**src/rtl/prs_pkg.sv**
```systemverilog
package prs_pkg;
  typedef enum logic [1:0] {
    ST_IDLE = 2'd0,
    ST_DOWN = 2'd1,
    ST_REST = 2'd2,
    ST_UP   = 2'd3
  } prs_state_e;

  localparam logic [1:0] CFG_CTRL = 2'd0;
  localparam logic [1:0] CFG_LDN  = 2'd1;
  localparam logic [1:0] CFG_LUP  = 2'd2;
  localparam logic [1:0] CFG_REST = 2'd3;
endpackage

```
**src/rtl/prs_cfg_regs.sv**
```systemverilog
module prs_cfg_regs
  import prs_pkg::*;
#(
  parameter int AW     = 4,
  parameter int REST_W = 8
) (
  input  logic              clk,
  input  logic              rst,
  input  logic              cfg_we,
  input  logic [1:0]        cfg_addr,
  input  logic [REST_W-1:0] cfg_wdata,
  output logic              ramp_en,
  output logic              interp_en,
  output logic [AW-1:0]     len_dn,
  output logic [AW-1:0]     len_up,
  output logic [REST_W-1:0] rest_cnt
);
  always_ff @(posedge clk) begin
    if (rst) begin
      ramp_en   <= 1'b0;
      interp_en <= 1'b0;
      len_dn    <= '0;
      len_up    <= '0;
      rest_cnt  <= '0;
    end else if (cfg_we) begin
      case (cfg_addr)
        CFG_CTRL: begin
          ramp_en   <= cfg_wdata[0];
          interp_en <= cfg_wdata[1];
        end
        CFG_LDN:  len_dn   <= cfg_wdata[AW-1:0];
        CFG_LUP:  len_up   <= cfg_wdata[AW-1:0];
        default:  rest_cnt <= cfg_wdata;
      endcase
    end
  end
endmodule

```
**src/rtl/prs_coef_ram.sv**
```systemverilog
module prs_coef_ram #(
  parameter int AW  = 4,
  parameter int DW  = 16,
  parameter int NRD = 2
) (
  input  logic              clk,
  input  logic              we,
  input  logic [AW-1:0]     waddr,
  input  logic [DW-1:0]     wdata,
  input  logic [NRD*AW-1:0] raddr,
  output logic [NRD*DW-1:0] rdata
);
  localparam int DEPTH = 1 << AW;

  // One simple-dual-port copy per read port; all copies share the write.
  for (genvar g = 0; g < NRD; g++) begin : g_copy
    logic [DW-1:0] mem [DEPTH];
    logic [DW-1:0] rd_q;
    always_ff @(posedge clk) begin
      if (we) mem[waddr] <= wdata;
      rd_q <= mem[raddr[g*AW +: AW]];
    end
    assign rdata[g*DW +: DW] = rd_q;
  end
endmodule

```
**src/rtl/prs_seq_fsm.sv**
```systemverilog
module prs_seq_fsm
  import prs_pkg::*;
#(
  parameter int AW     = 4,
  parameter int REST_W = 8
) (
  input  logic              clk,
  input  logic              rst,
  input  logic              ramp_en,
  input  logic              interp_en,
  input  logic [AW-1:0]     len_dn,
  input  logic [AW-1:0]     len_up,
  input  logic [REST_W-1:0] rest_cnt,
  input  logic              ramp_req,
  input  logic              smp_stb,
  output prs_state_e        state,
  output logic [AW:0]       pos,
  output logic              done
);
  localparam int PW = AW + 1;

  prs_state_e        st_q;
  logic [PW-1:0]     pos_q;
  logic [PW-1:0]     top_up_q;
  logic [REST_W-1:0] rest_q;
  logic [REST_W-1:0] cnt_q;
  logic              fine_q;
  logic [PW-1:0]     stride;

  // Position counts half steps; without interpolation it moves two at a time.
  assign stride = fine_q ? PW'(1) : PW'(2);

  always_ff @(posedge clk) begin
    if (rst) begin
      st_q     <= ST_IDLE;
      pos_q    <= '0;
      top_up_q <= '0;
      rest_q   <= '0;
      cnt_q    <= '0;
      fine_q   <= 1'b0;
      done     <= 1'b0;
    end else begin
      done <= 1'b0;
      if (!ramp_en) begin
        st_q  <= ST_IDLE;
        pos_q <= '0;
      end else begin
        case (st_q)
          ST_IDLE: if (ramp_req) begin
            st_q     <= ST_DOWN;
            pos_q    <= {len_dn, 1'b0};
            top_up_q <= (len_up != '0) ? {len_up, 1'b0} : {len_dn, 1'b0};
            rest_q   <= rest_cnt;
            fine_q   <= interp_en;
          end
          ST_DOWN: if (smp_stb) begin
            if (pos_q == '0) begin
              if (rest_q == '0) begin
                st_q <= ST_UP;
              end else begin
                st_q  <= ST_REST;
                cnt_q <= rest_q;
              end
            end else begin
              pos_q <= pos_q - stride;
            end
          end
          ST_REST: if (smp_stb) begin
            if (cnt_q == REST_W'(1)) st_q <= ST_UP;
            else                     cnt_q <= cnt_q - REST_W'(1);
          end
          default: if (smp_stb) begin
            if (pos_q == top_up_q) begin
              st_q  <= ST_IDLE;
              pos_q <= '0;
              done  <= 1'b1;
            end else begin
              pos_q <= pos_q + stride;
            end
          end
        endcase
      end
    end
  end

  assign state = st_q;
  assign pos   = pos_q;
endmodule

```
**src/rtl/prs_gain_path.sv**
```systemverilog
module prs_gain_path #(
  parameter int DW = 16
) (
  input  logic          clk,
  input  logic          rst,
  input  logic          sel_unity,
  input  logic          sel_mid,
  input  logic [DW-1:0] rd_a,
  input  logic [DW-1:0] rd_b,
  output logic [DW-1:0] gain
);
  localparam logic [DW-1:0] UNITY = {1'b1, {(DW-1){1'b0}}};

  logic          unity_q;
  logic          mid_q;
  logic [DW:0]   pair_sum;
  logic [DW-1:0] midpoint;

  assign pair_sum = {1'b0, rd_a} + {1'b0, rd_b};
  assign midpoint = pair_sum[DW:1];

  // Selects are delayed one clock to line up with the RAM read.
  always_ff @(posedge clk) begin
    if (rst) begin
      unity_q <= 1'b1;
      mid_q   <= 1'b0;
      gain    <= UNITY;
    end else begin
      unity_q <= sel_unity;
      mid_q   <= sel_mid;
      gain    <= unity_q ? UNITY : (mid_q ? midpoint : rd_a);
    end
  end
endmodule

```
**src/rtl/pwr_ramp_seq.sv**
```systemverilog
module pwr_ramp_seq
  import prs_pkg::*;
#(
  parameter int GAIN_W  = 16,
  parameter int COEF_AW = 4,
  parameter int REST_W  = 8
) (
  input  logic               clk,
  input  logic               rst,
  input  logic               cfg_we,
  input  logic [1:0]         cfg_addr,
  input  logic [REST_W-1:0]  cfg_wdata,
  input  logic               coef_we,
  input  logic [COEF_AW-1:0] coef_addr,
  input  logic [GAIN_W-1:0]  coef_wdata,
  input  logic               smp_stb,
  input  logic               ramp_req,
  output logic [GAIN_W-1:0]  gain,
  output logic               busy,
  output logic               done
);
  logic               ramp_en;
  logic               interp_en;
  logic [COEF_AW-1:0] len_dn;
  logic [COEF_AW-1:0] len_up;
  logic [REST_W-1:0]  rest_cnt;
  prs_state_e         state;
  logic [COEF_AW:0]   pos;
  logic [COEF_AW-1:0] addr_a;
  logic [COEF_AW-1:0] addr_b;
  logic [2*GAIN_W-1:0] rd_pair;

  prs_cfg_regs #(.AW(COEF_AW), .REST_W(REST_W)) u_cfg (
    .clk(clk), .rst(rst), .cfg_we(cfg_we), .cfg_addr(cfg_addr),
    .cfg_wdata(cfg_wdata), .ramp_en(ramp_en), .interp_en(interp_en),
    .len_dn(len_dn), .len_up(len_up), .rest_cnt(rest_cnt)
  );

  prs_seq_fsm #(.AW(COEF_AW), .REST_W(REST_W)) u_fsm (
    .clk(clk), .rst(rst), .ramp_en(ramp_en), .interp_en(interp_en),
    .len_dn(len_dn), .len_up(len_up), .rest_cnt(rest_cnt),
    .ramp_req(ramp_req), .smp_stb(smp_stb),
    .state(state), .pos(pos), .done(done)
  );

  assign addr_a = pos[COEF_AW:1];
  assign addr_b = COEF_AW'(addr_a + 1'b1);

  prs_coef_ram #(.AW(COEF_AW), .DW(GAIN_W), .NRD(2)) u_ram (
    .clk(clk), .we(coef_we), .waddr(coef_addr), .wdata(coef_wdata),
    .raddr({addr_b, addr_a}), .rdata(rd_pair)
  );

  prs_gain_path #(.DW(GAIN_W)) u_gain (
    .clk(clk), .rst(rst),
    .sel_unity(state == ST_IDLE), .sel_mid(pos[0]),
    .rd_a(rd_pair[GAIN_W-1:0]), .rd_b(rd_pair[2*GAIN_W-1:GAIN_W]),
    .gain(gain)
  );

  assign busy = (state != ST_IDLE);
endmodule

```
**config.mk**
```make
export PLATFORM = sky130hd
export DESIGN_NAME = pwr_ramp_seq
export DESIGN_NICKNAME = d
export VERILOG_FILES = /design/src/rtl/prs_pkg.sv /design/src/rtl/prs_cfg_regs.sv /design/src/rtl/prs_coef_ram.sv /design/src/rtl/prs_seq_fsm.sv /design/src/rtl/prs_gain_path.sv /design/src/rtl/pwr_ramp_seq.sv
export SDC_FILE = /design/constraint.sdc
export NUM_CORES = 1
export LEC_CHECK = 0
export BUFFER_PORTS_ARGS = -buffer_cell sky130_fd_sc_hd__buf_4
export CAP_MARGIN = 40
export CORE_UTILIZATION = 67
export CTS_BUF_LIST = sky130_fd_sc_hd__clkbuf_2
export CTS_CLUSTER_SIZE = 20
export DETAILED_ROUTE_END_ITERATION = 16
export PLACE_DENSITY = 0.81
export SYNTH_ARGS = -nofsm -noshare
export SYNTH_HDL_FRONTEND = slang
export SYNTH_SLANG_ARGS = --single-unit
```
**constraint.sdc**
```tcl
create_clock -name clk -period 7.5 [get_ports clk]
set_input_delay 1.5 -clock clk [delete_from_list [all_inputs] [get_ports clk]]
set_output_delay 1.5 -clock clk [all_outputs]
set_load 0.005 [all_outputs]
```
# ---- Word level (Yosys, flattened, before mapping)
# Memory sizes are Yosys's and may differ from the RTL's. A register that Yosys moved wholly into a read port is not among the register bits.
# Cells that the tools add are included.
dict set report totals {
  elab_cells 88
  register_bits 66
  memories 2
  ramBits 512
}
dict set report op_classes {
  addsub 5
  n_reduce_logical 21
  n_bitwise 4
  n_eq_ne 14
  n_mux 27
}
# memory words word_bits read_ports rd_clocked_by_memory_dff wr line_no
set memory_table {}
lappend memory_table {{u_ram.g_copy[0].mem} 16 16 1 1 1 prs_coef_ram.sv:17} ;# logic [DW-1:0] mem [DEPTH];
lappend memory_table {{u_ram.g_copy[1].mem} 16 16 1 1 1 prs_coef_ram.sv:17}
# op n
set ops {}
lappend ops {{8-bit two-way mux} 5}
lappend ops {{5-bit two-way mux} 6}
lappend ops {{16-bit by 16-bit adder with 17-bit output} 1}
lappend ops {{16-bit two-way mux} 1}
lappend ops {{2-bit two-way mux} 8}
lappend ops {{8-bit one-hot mux with 2 select lines} 1}
lappend ops {{5-bit one-hot mux with 3 select lines} 1}
lappend ops {{7-bit AND reduction} 2}
lappend ops {{2-bit != test, second input constant} 6}
lappend ops {{8-bit by 1-bit == test with 1-bit output, second input constant} 1}
lappend ops {{8-bit logical NOT} 1}
lappend ops {{2-bit AND reduction} 4}
lappend ops {{4-bit nonzero test} 2}
lappend ops {{8-bit by 1-bit subtractor with 8-bit output, second input constant} 1}
lappend ops {{2-bit one-hot mux with 3 select lines} 1}
lappend ops {{2-bit nonzero test} 3}
lappend ops {{6-bit OR reduction} 1}
lappend ops {{5-bit adder} 1}
lappend ops {{5-bit == test} 1}
lappend ops {{5-bit logical NOT} 1}
lappend ops {{5-bit AND reduction} 1}
lappend ops {{5-bit subtractor} 1}
lappend ops {{4-bit by 1-bit adder with 4-bit output, second input constant} 1}
lappend ops {{2-bit by 1-bit == test with 1-bit output, second input constant} 2}
lappend ops {{8 further kinds} 18}

# ---- Depth between registers and ports, before layout
# Gate-level depths: netlist of run 1.
dict set report depth {
  ltp_word 5
  mapped_depth 10
  depth_no_buf 9
}

# ---- By module
# From an unflattened synthesis of run 1, not the netlist that was laid out.
dict set report hier_totals {
  hier_cells 1056
  hier_area_um2 16355.7
}
# mod n_inst area_each_um2 seq_area_each_um2 cells_per_inst
set modules_own_cells {}
lappend modules_own_cells {prs_coef_ram 1 12308.1 8328.0 585}
lappend modules_own_cells {prs_seq_fsm 1 1879.3 580.6 231}
lappend modules_own_cells {prs_gain_path 1 1368.8 360.3 164}
lappend modules_own_cells {prs_cfg_regs 1 750.7 360.3 69}
lappend modules_own_cells {pwr_ramp_seq 1 48.8 0.0 7}

# ---- Worst setup path before layout of run 1
# No wires, ideal clock.
dict set report synth_path {
  path_type {in2reg}
  startpoint {in coef_addr[3]}
  endpoint {mem u_ram.g_copy[1].mem[0][0] (enable)}
  n_path_buf 0
  path_stages 2
  slack_ns 3.944
  arrival_time_ns 3.146
  cell_sequence {or3b_2 nor3_1}
}
# element line_no
set synth_rtl {}
lappend synth_rtl {{from (decl)} pwr_ramp_seq.sv:14} ;# input logic [COEF_AW-1:0] coef_addr,
lappend synth_rtl {{to (decl)} prs_coef_ram.sv:17}
# No word-level cell before the write port.

# ---- Worst setup path in the final report of run 1
dict set report layout_path {
  startpoint {reg u_fsm.st_q[1], in the netlist u_fsm.state[1]}
  endpoint {out busy}
}
dict set report layout_between {
  elab_chain_cells 1
}
# element line_no
set layout_lines {}
lappend layout_lines {{from (decl)} prs_seq_fsm.sv:22} ;# prs_state_e st_q;
lappend layout_lines {{from (signal assigned)} prs_seq_fsm.sv:35} ;# st_q <= ST_IDLE;
lappend layout_lines {{from (signal assigned)} prs_seq_fsm.sv:45} ;# st_q <= ST_IDLE;
lappend layout_lines {{from (signal assigned)} prs_seq_fsm.sv:50} ;# st_q <= ST_DOWN;
lappend layout_lines {{2-bit nonzero test} pwr_ramp_seq.sv:61} ;# assign busy = (state != ST_IDLE);
lappend layout_lines {{to (decl)} pwr_ramp_seq.sv:19} ;# output logic busy,
# Every way passes these cells.

==> results.json, run 1 <==
{
  "final.setup_skew_ns": 0.0580,
  "async_flop_share": 0,
  "seq_area_um2": 9640,
  "hold_viol": 0,
  "ant_nets": 0,
  "synth-seq-cells": 353,
  "outcome": "complete, no violations",
  "wirelength_um": 36700,
  "antenna_found_initial": 2,
  "start_util": 0.689,
  "avgViaCountPerCell": 6.62,
  "fp.dieH_um": 158,
  "yosys_warnings": 0,
  "core-area_um2": 23600,
  "hp-class": "reg -> reg",
  "arrival_ns": 1.98,
  "maxSlewViolCount": 0,
  "postSynthAreaPerCell_um2": 14.7,
  "vdd_drop_max_mv": 0.133,
  "synth_flop_cell": "edfxtp_1",
  "synth_top_area_cell": "edfxtp_1",
  "fillCellCount": 1420,
  "insertion_delay_ns": 0.88,
  "tightest_slew_ns": 1.08,
  "place.port_buffers": 53,
  "io_pins": 54,
  "netlist_area_um2": 16300,
  "rsz0062_at_grt": "false",
  "yosysUniqueCellTypes": 63,
  "tns_ns": 0,
  "multiInputGateArea_um2": 6360,
  "finalWeightedCongestion": 0.866,
  "ys_top_cells_by_area": "edfxtp_1, mux4_2, dfxtp_1",
  "cp.required_ns": 6.00,
  "htreeDepth": 3,
  "area_growth_syn_to_layout_pct": 10.3,
  "nets": 1273,
  "stdcell_count": 1600,
  "dp_hpwl_um": 23500,
  "end_kind": "output port",
  "drtIter0Drc": 1289,
  "cp-start-kind": "flip-flop",
  "grt_overflow": 0,
  "rows": 56,
  "crit_fanout": 11,
  "cts_root_buf": "clkbuf_2",
  "dieArea_um2": 24900,
  "cap_violations": 0,
  "synth_edf_count": 256,
  "finalSetupViolCount": 0,
  "cts_resized": 0,
  "clock.fmax_ghz": 0.288,
  "cts_num_sinks": 353,
  "holdPathStages": 2,
  "drt_first_pass_iters": 6,
  "dp_cells": 1439,
  "postCtsHoldBufs": 0,
  "grt_max_degree": 167,
  "slew_headroom": 0.283,
  "netlist_instances": 1106,
  "clkTransAtPathRegs_ns": 0.12,
  "min_period_over_period": 0.464,
  "min_period_ns": 3.48,
  "synth_common_cells": "edfxtp_1, mux4_2, dfxtp_1, mux2i_1, nor2_1",
  "r2r_cells": 8,
  "num_vias": 10600,
  "drc": 0,
  "grtUsageTotal": 0.312,
  "grt_pass1_vias": 10300,
  "cts_tree": "done",
  "drive_gt1_frac": 0.278,
  "yosysMostFrequentCell": "edfxtp_1",
  "path_class": "reg -> out",
  "die_w_um": 158,
  "avgRoutedWirePerCell_um": 23.0,
  "yosysSeqAreaShare": 0.592,
  "syn_nets": 1171,
  "clockBufferDepth": 3,
  "leakagePower_nw": 5.99,
  "synth_top_area_frac": 0.472,
  "cts_made_buffers": 86,
  "grt_pass1_wl_um": 56900,
  "power.density_nw_per_um2": 199,
  "cts_setup_buffers": 0
}
-- final cells by class --
| type | instances | share of cell area |
|---|---|---|
| well taps | 319 | 0.0222 |
| multi-input cells | 669 | 0.354 |
| repair buffers | 80 | 0.0370 |
| flip-flops and latches | 353 | 0.537 |
| inverters | 18 | 0.00376 |
| clock buffers | 122 | 0.0340 |
| clock inverters | 38 | 0.0116 |
| diodes | 1 | 0.000139 |
-- placed cells by master, fill, tap and decap left out, drive strengths merged, types with 8 or more instances in the layout --
cell type and n:
nor2 77, xnor2 8, nand2b 9, a22oi 18
dfxtp 97, mux4 112, inv 18, clkbuf 122
nand3 24, nor3 16, ha 26, xor2 9
a21oi 53, edfxtp 256, clkinv 35, a221oi 16
o21ai 34, nand2 66, mux2i 89, buf 80
-- registers in the layout, summed over array words and instances (netlist names) --
signal             cells
u_ram.g_copy.rd_q     32
u_fsm.cnt_q            8
u_ram.g_copy.mem     256
u_cfg.len_up           4
u_cfg.len_dn           4
u_fsm.top_up_q         4
u_fsm.pos              5
u_fsm.rest_q           8
u_cfg.interp_en        1
u_gain.unity_q         1
u_fsm.done             1
u_gain.gain           16
u_cfg.rest_cnt         8
u_gain.mid_q           1
u_fsm.state            2
u_cfg.ramp_en          1
u_fsm.fine_q           1
-- cell families after synthesis --
kind of cell / after synthesis / share of synthesized area
multiplexers: 201 / 0.210
XOR/XNOR: 17 / 0.00915
AND/OR/NAND/NOR: 241 / 0.0699
buffers and inverters: 84 / 0.0225
adder cells (fa/ha/maj): 29 / 0.0237
flip-flops: 353 / 0.592
AO/OA/AOI/OAI: 181 / 0.0733
-- critical path: stages, from the launching register on --
cell     delay, ns
dfxtp_1       0.36
inv_1         0.09
ha_1          0.44
inv_1         0.08
buf_4         0.15
-- power by group --
group          internal, mW  switching [mW]  total [mW]  leakage (nW)
clock network         0.513           0.761        1.27         0.602
registers              2.13          0.0207        2.15          3.11
logic                0.0673          0.0919       0.159          2.28
-- worst paths after layout --
kind	slack [ns]	to	start
setup reg to reg	4.50	u_ram.g_copy[0].rd_q[4]	u_fsm.pos[2]
hold reg to reg	0.46	u_fsm.rest_q[3]	u_cfg.rest_cnt[3]
hold / removal	0.46	u_fsm.rest_q[3]	u_cfg.rest_cnt[3]
setup / recovery	4.02	busy	u_fsm.state[1]
-- stage by stage --
stage               power (mW)  hold WS, ns  utilization  area [um2]  worst slack (ns)
finish                    3.58        0.456        0.760       17900              4.02
global route              3.71        0.456        0.760       17900              3.85
detailed placement        2.35        0.449        0.725       17100              4.18
floorplan                 2.27        0.422            -       16300              3.94
CTS                       3.61        0.458        0.760       17900              3.96
global placement          2.34        0.444        0.721       17000              4.17
-- per-layer routing --
metal / routed length [um] / vias to the layer above / GRT usage
li1: - / 4648 / -
met1: 15100 / 5348 / 0.439
met2: 17700 / 527 / 0.487
met3: 3130 / 68 / 0.0668
met4: 765 / 0 / 0.107
met5: 0 / - / 0
(Power assumes the default switching activity.)
==> run 2, diff against run 1 <==
--- a/config.mk
+++ b/config.mk
@@ -5,13 +5,14 @@
 export SDC_FILE = /design/constraint.sdc
 export NUM_CORES = 1
 export LEC_CHECK = 0
+export ABC_AREA = 1
 export BUFFER_PORTS_ARGS = -buffer_cell sky130_fd_sc_hd__buf_4
 export CAP_MARGIN = 40
-export CORE_UTILIZATION = 67
+export CORE_UTILIZATION = 65
 export CTS_BUF_LIST = sky130_fd_sc_hd__clkbuf_2
 export CTS_CLUSTER_SIZE = 20
 export DETAILED_ROUTE_END_ITERATION = 16
-export PLACE_DENSITY = 0.81
+export PLACE_DENSITY = 0.79
 export SYNTH_ARGS = -nofsm -noshare
 export SYNTH_HDL_FRONTEND = slang
 export SYNTH_SLANG_ARGS = --single-unit
==> constraint.sdc (replaced) <==
create_clock -name clk -period 3.2 [get_ports clk]
set_input_delay 0.64 -clock clk [delete_from_list [all_inputs] [get_ports clk]]
set_output_delay 0.64 -clock clk [all_outputs]
set_load 0.005 [all_outputs]
==> results.json, run 2 <==
{
  "synthAdderAreaFrac": 0.0223,
  "synth-simple-area-share": 0.154,
  "synth_top_area_cell": "edfxtp_1",
  "final.setup_skew_ns": 0.0558,
  "cts_tree": "done",
  "pwr-share-seq": 0.575,
  "hp-class": "in -> reg",
  "cp-start-kind": "flip-flop",
  "crit_fanout": 9,
  "synth_mux_area_frac": 0,
  "synth_top_area_frac": 0.444,
  "outcome": "complete, no violations",
  "leakagePower_nw": 7.47,
  "drc": 0,
  "min_period_over_period": 0.813,
  "cts_resized": 0,
  "clkTransAtPathRegs_ns": 0.12,
  "placed_area_um2": 18100,
  "path_class": "reg -> out",
  "yosysMostFrequentCell": "nand2_1",
  "async_flop_share": 0,
  "reg_top3": "u_ram.g_copy.mem x256, u_ram.g_copy.rd_q x32, u_gain.gain x16",
  "min_period_ns": 2.60,
  "reg2reg_slack_ns": 0.94,
  "rsz0062_at_grt": "false",
  "grtUsageTotal": 0.350,
  "postSynthAreaPerCell_um2": 8.91,
  "grt_max_degree": 267,
  "slew_headroom": 0.300,
  "holdPathStages": 1,
  "cts_setup_buffers": 0,
  "grt_overflow": 0,
  "power.density_nw_per_um2": 464,
  "arrival_ns": 1.96,
  "rr_endpoint": "u_ram.g_copy[1].rd_q[12]",
  "dp_hpwl_um": 29400,
  "tightest_slew_ns": 1.05,
  "io_pins": 54,
  "netlist_area_um2": 17300,
  "synth_flop_cell": "edfxtp_1",
  "drt_first_pass_iters": 7,
  "switching_share": 0.264,
  "crit_family": "buffers and inverters",
  "avgViaCountPerCell": 6.08,
  "yosysUniqueCellTypes": 35,
  "worst_path_max_delay_cell": "dfxtp_1",
  "clockBufferDepth": 3,
  "postCtsHoldBufs": 16,
  "area_growth_syn_to_layout_pct": 9.97,
  "path_cells": "inv_1 > ha_1 > inv_2 > buf_4",
  "cts_made_buffers": 86,
  "layout_commonest_cell": "nand2_1",
  "cp.required_ns": 2.56,
  "wirelength_um": 47100,
  "combPwrFrac": 0.079,
  "synth_common_cells": "nand2_1, edfxtp_1, o21ai_0, inv_1, nor2_1",
  "finalWeightedCongestion": 0.919,
  "cts_root_buf": "clkbuf_2",
  "finalSetupViolCount": 0,
  "min_to": "u_ram.g_copy[1].mem[8][3]",
  "fin_area_um2": 19000,
  "ys_top_cells_by_area": "edfxtp_1, dfxtp_1, o21ai_0",
  "cap_violations": 0,
  "die_w_um": 165,
  "cts_num_sinks": 353,
  "grt_pass1_vias": 13900,
  "nets": 2095,
  "maxSlewViolCount": 0,
  "num_vias": 14800,
  "synth_compound_area_frac": 0.180,
  "start_util": 0.664,
  "yosysSeqAreaShare": 0.556,
  "htreeDepth": 3,
  "p_int_mw": 6.50,
  "fp.dieH_um": 165,
  "slowest_delay_ns": 0.38,
  "syn_nets": 2007,
  "largest_register_ffs": 256,
  "grt_pass1_wl_um": 71900,
  "hold_viol": 0,
  "end_kind": "output port",
  "final_cell_mix": "nand2_1, o21ai_0, edfxtp_1",
  "drive_gt1_frac": 0.131,
  "clock.fmax_ghz": 0.384,
  "top_register": "u_ram.g_copy.mem",
  "fillCellCount": 1931,
  "core-area_um2": 26100,
  "worstHoldStart": "coef_wdata[3]",
  "r2r_cells": 7,
  "cp_num_buf_inv": 3,
  "antenna_found_initial": 1,
  "insertion_delay_ns": 0.90,
  "tns_ns": 0,
  "synth_top_family_by_area": "compound AO/OA/AOI/OAI gates",
  "power.total_mw": 8.84,
  "synth_xor_area_frac": 0.00694,
  "timing.rr.start": "u_fsm.pos[1]",
  "yosys_warnings": 0,
  "clock_power_share": 0.346,
  "ant_nets": 0,
  "place.port_buffers": 53,
  "netlist_instances": 1942,
  "avgRoutedWirePerCell_um": 19.4,
  "p_sw_mw": 2.33,
  "synth-seq-cells": 353,
  "finalHoldWorstSlack_ns": 0.0557,
  "fin_util": 0.730,
  "synth_edf_count": 256,
  "dieArea_um2": 27300,
  "vdd_drop_max_mv": 0.323,
  "drtIter0Drc": 1803,
  "rows": 59
}
-- run 2: cell count changes in the layout (fill, tap and decap cells not counted), moves of 89 or more --
cell,change
nor2_1,+106
nand2_1,+256
mux2i_1,-89
inv_1,+195
a21oi_1,+121
o21ai_0,+226
mux4_2,-112
-- run 2: final cells by class --
class / instances / area, um2 / area share
Antenna cell: 1 / 2.50 / 0.000131
Sequential cell: 353 / 9640 / 0.506
Tap cell: 335 / 419 / 0.0220
Inverter: 217 / 817 / 0.0429
Clock inverter: 22 / 148 / 0.00776
Clock buffer: 133 / 666 / 0.0350
Multi-Input combinational cell: 1259 / 6350 / 0.334
Timing Repair Buffer: 113 / 996 / 0.0523
-- run 2: worst max path at each step --
stage	startpoint	endpoint	cells after the start
after CTS	u_fsm.state[0]	busy	4
after global placement	coef_addr[2]	u_ram.g_copy[1].mem[1][0]	5
after detailed placement	coef_addr[2]	u_ram.g_copy[1].mem[1][14]	5
after global routing	u_fsm.state[0]	busy	4
final	u_fsm.state[0]	busy	4
after floorplan	u_fsm.pos[1]	u_fsm.pos[4]	9
-- run 2: cell families (layout without fill, tap and decap cells) --
group                      Yosys count  after routing
AOI/OAI and AO/OA                  567            567
buffers and inverters              330            485
other                                0              1
adders and majority gates           29             29
and+or+nand+nor                    651            651
DFF                                353            353
xor gates and xnor gates            12             12
-- run 2: worst reg2reg max path, delay by kind of cell, from the launching register on --
family	cells	cell delay, ns
adders and majority gates	1	0.70
buffers and inverters	1	0.45
DFF	1	0.40
and+or+nand+nor	1	0.08
AOI/OAI and AO/OA	4	0.50
-- run 2: through the flow --
stage	setup slack (ns)	instances
2_1_floorplan	1.27	1942
3_3_place_gp	1.03	2260
3_5_place_dp	0.971	2261
4_1_cts	0.559	2432
5_1_grt	0.504	2433
6_report	0.599	2433
-- run 2: power by group through the flow --
stage	registers, mW	logic [mW]	clock network (mW)
global route	5.09	0.776	3.31
global placement	5.18	0.652	0
detailed placement	5.18	0.669	0
finish	5.08	0.697	3.06
floorplan	5.15	0.437	0
CTS	5.08	0.687	3.10
-- run 2: layer usage --
layer | GRT usage | vias to the layer above | routed length (um)
li1 | - | 6894 | -
met2 | 0.551 | 928 | 21400
met5 | 0 | - | 0
met3 | 0.0764 | 189 | 5380
met1 | 0.450 | 6791 | 18100
met4 | 0.193 | 0 | 2220
==> run 3, diff against run 2 <==
--- a/config.mk
+++ b/config.mk
@@ -8,11 +8,11 @@
 export ABC_AREA = 1
 export BUFFER_PORTS_ARGS = -buffer_cell sky130_fd_sc_hd__buf_4
 export CAP_MARGIN = 40
-export CORE_UTILIZATION = 65
+export CORE_UTILIZATION = 58
 export CTS_BUF_LIST = sky130_fd_sc_hd__clkbuf_2
 export CTS_CLUSTER_SIZE = 20
 export DETAILED_ROUTE_END_ITERATION = 16
-export PLACE_DENSITY = 0.79
+export PLACE_DENSITY = 0.74
 export SYNTH_ARGS = -nofsm -noshare
 export SYNTH_HDL_FRONTEND = slang
 export SYNTH_SLANG_ARGS = --single-unit
==> constraint.sdc (replaced) <==
create_clock -name clk -period 2.2 [get_ports clk]
set_input_delay 0.44 -clock clk [delete_from_list [all_inputs] [get_ports clk]]
set_output_delay 0.44 -clock clk [all_outputs]
set_load 0.005 [all_outputs]
==> results.json, run 3 (synthesized netlist as in run 2, its figures left out) <==
{
  "insertion_delay_ns": 0.99,
  "num_vias": 14900,
  "maxSlewViolCount": 0,
  "dp_hpwl_um": 28900,
  "drtIter0Drc": 1698,
  "htreeDepth": 3,
  "grt_max_degree": 145,
  "holdPathStages": 4,
  "grt_pass1_vias": 14000,
  "core-area_um2": 29000,
  "grt_overflow": 0,
  "end_kind": "output port",
  "grt_pass1_wl_um": 73500,
  "hp-class": "in -> reg",
  "power.density_nw_per_um2": 662,
  "io_pins": 54,
  "cap_violations": 0,
  "cts_tree": "done",
  "pwr-share-seq": 0.573,
  "clockBufferDepth": 3,
  "start_util": 0.597,
  "timing.rr.start": "u_fsm.fine_q",
  "die_w_um": 175,
  "fin_area_um2": 19500,
  "cp-start-kind": "flip-flop",
  "min_period_over_period": 0.961,
  "area_growth_syn_to_layout_pct": 12.6,
  "wirelength_um": 47300,
  "reg_top3": "u_ram.g_copy.mem x256, u_ram.g_copy.rd_q x32, u_gain.gain x16",
  "rows": 62,
  "vdd_drop_max_mv": 0.416,
  "r2r_cells": 8,
  "leakagePower_nw": 7.68,
  "clock.fmax_ghz": 0.473,
  "layout_commonest_cell": "nand2_1",
  "slew_headroom": 0.608,
  "drc": 0,
  "tns_ns": 0,
  "crit_fanout": 4,
  "drive_gt1_frac": 0.143,
  "min_to": "u_ram.g_copy[1].mem[8][12]",
  "finalHoldWorstSlack_ns": 0.185,
  "cts_num_sinks": 353,
  "ant_nets": 0,
  "stdcell_count": 2529,
  "power.total_mw": 12.9,
  "outcome": "complete, no violations",
  "startpoint": "u_fsm.state[1]",
  "worstHoldStart": "coef_we",
  "path_class": "reg -> out",
  "cts_made_buffers": 89,
  "avgViaCountPerCell": 5.89,
  "finalWeightedCongestion": 0.887,
  "final.setup_skew_ns": 0.123,
  "avgRoutedWirePerCell_um": 18.7,
  "cts_root_buf": "clkbuf_2",
  "p_sw_mw": 3.51,
  "combPwrFrac": 0.083,
  "drt_first_pass_iters": 6,
  "top_register": "u_ram.g_copy.mem",
  "clkTransAtPathRegs_ns": 0.10,
  "cp.required_ns": 1.76,
  "hold_viol": 0,
  "fillCellCount": 2364,
  "min_period_ns": 2.12,
  "dp_cells": 2323,
  "grtUsageTotal": 0.313,
  "dieArea_um2": 30500,
  "fp.dieH_um": 175,
  "place.port_buffers": 53,
  "multiInputGateArea_um2": 6370,
  "final_cell_mix": "nand2_1, o21ai_0, edfxtp_1",
  "nets": 2135,
  "arrival_ns": 1.68,
  "switching_share": 0.272,
  "placed_area_um2": 18200,
  "finalSetupViolCount": 0,
  "p_int_mw": 9.39,
  "antenna_found_initial": 2,
  "reg2reg_slack_ns": 0.20,
  "rr_endpoint": "u_fsm.pos[4]",
  "clock_power_share": 0.345,
  "tightest_slew_ns": 0.587,
  "largest_register_ffs": 256,
  "seq_area_um2": 9640
}
[run 3: changes by cell type in the layout (fill, tap and decap cells not counted), moves of 2 or more]
| cell | delta |
|---|---|
| dfxtp_1 | -2 |
| dlygate4sd3_1 | +19 |
| buf_4 | +15 |
| inv_6 | +3 |
| bufinv_16 | -2 |
| inv_1 | -2 |
| buf_12 | +3 |
| clkinv_1 | +3 |
| clkbuf_2 | +6 |
[run 3: per-stage QoR]
| stage | setup WS, ns | util |
|---|---|---|
| finish | 0.0847 | 0.672 |
| global route | -0.0135 | 0.672 |
| CTS | 0.0269 | 0.670 |
| detailed placement | 0.334 | 0.629 |
| global placement | 0.354 | 0.629 |
| floorplan | 0.266 | - |
[run 3: power by group through the flow]
stage               clock network (mW)  registers, mW  logic (mW)
floorplan                            0           7.49       0.635
detailed placement                   0           7.53       0.990
CTS                               4.51           7.38        1.04
finish                            4.45           7.39        1.07
global route                      4.87           7.40        1.19
global placement                     0           7.53       0.968
[run 3: area by class of cell]
class | count | area share
Sequential cell | 353 | 0.494
Multi-Input combinational cell | 1259 | 0.327
Timing Repair Buffer | 150 | 0.0695
Inverter | 217 | 0.0420
Clock buffer | 139 | 0.0357
Tap cell | 384 | 0.0246
Clock inverter | 26 | 0.00687
Antenna cell | 1 | 0.000128
[run 3: worst max-delay path, stage by stage, from the launching register on]
cell	delay, ns
dfxtp_4	0.36
inv_4	0.07
ha_4	0.15
inv_2	0.05
buf_6	0.11
[run 3: repair_timing]
item	4_1_cts	5_1_grt
pin swaps	0	1
gates resized for setup	6	4
hold endpoints to repair	285	0
hold buffers	35	0
gates cloned	0	0
endpoints found under the setup margin	1	2
setup buffers	1	4
[run 3: layer usage]
metal | up-vias | share of wire | track usage | wire length [um]
li1 | 6991 | - | - | -
met4 | 2 | 0.035 | 0.140 | 1640
met5 | - | 0.00034 | 0 | 16
met1 | 6962 | 0.41 | 0.415 | 19300
met3 | 144 | 0.10 | 0.0672 | 4720
met2 | 794 | 0.46 | 0.496 | 21600
[run 3: worst max path at each step]
stage	cells past startpoint	endpoint	slack, ns
2_1_floorplan	9	u_fsm.pos[4]	0.27
3_3_place_gp	7	u_ram.g_copy[1].rd_q[0]	0.35
3_5_place_dp	8	u_fsm.pos[4]	0.33
4_1_cts	4	busy	0.03
5_1_grt	4	busy	-0.01
6_report	4	busy	0.08
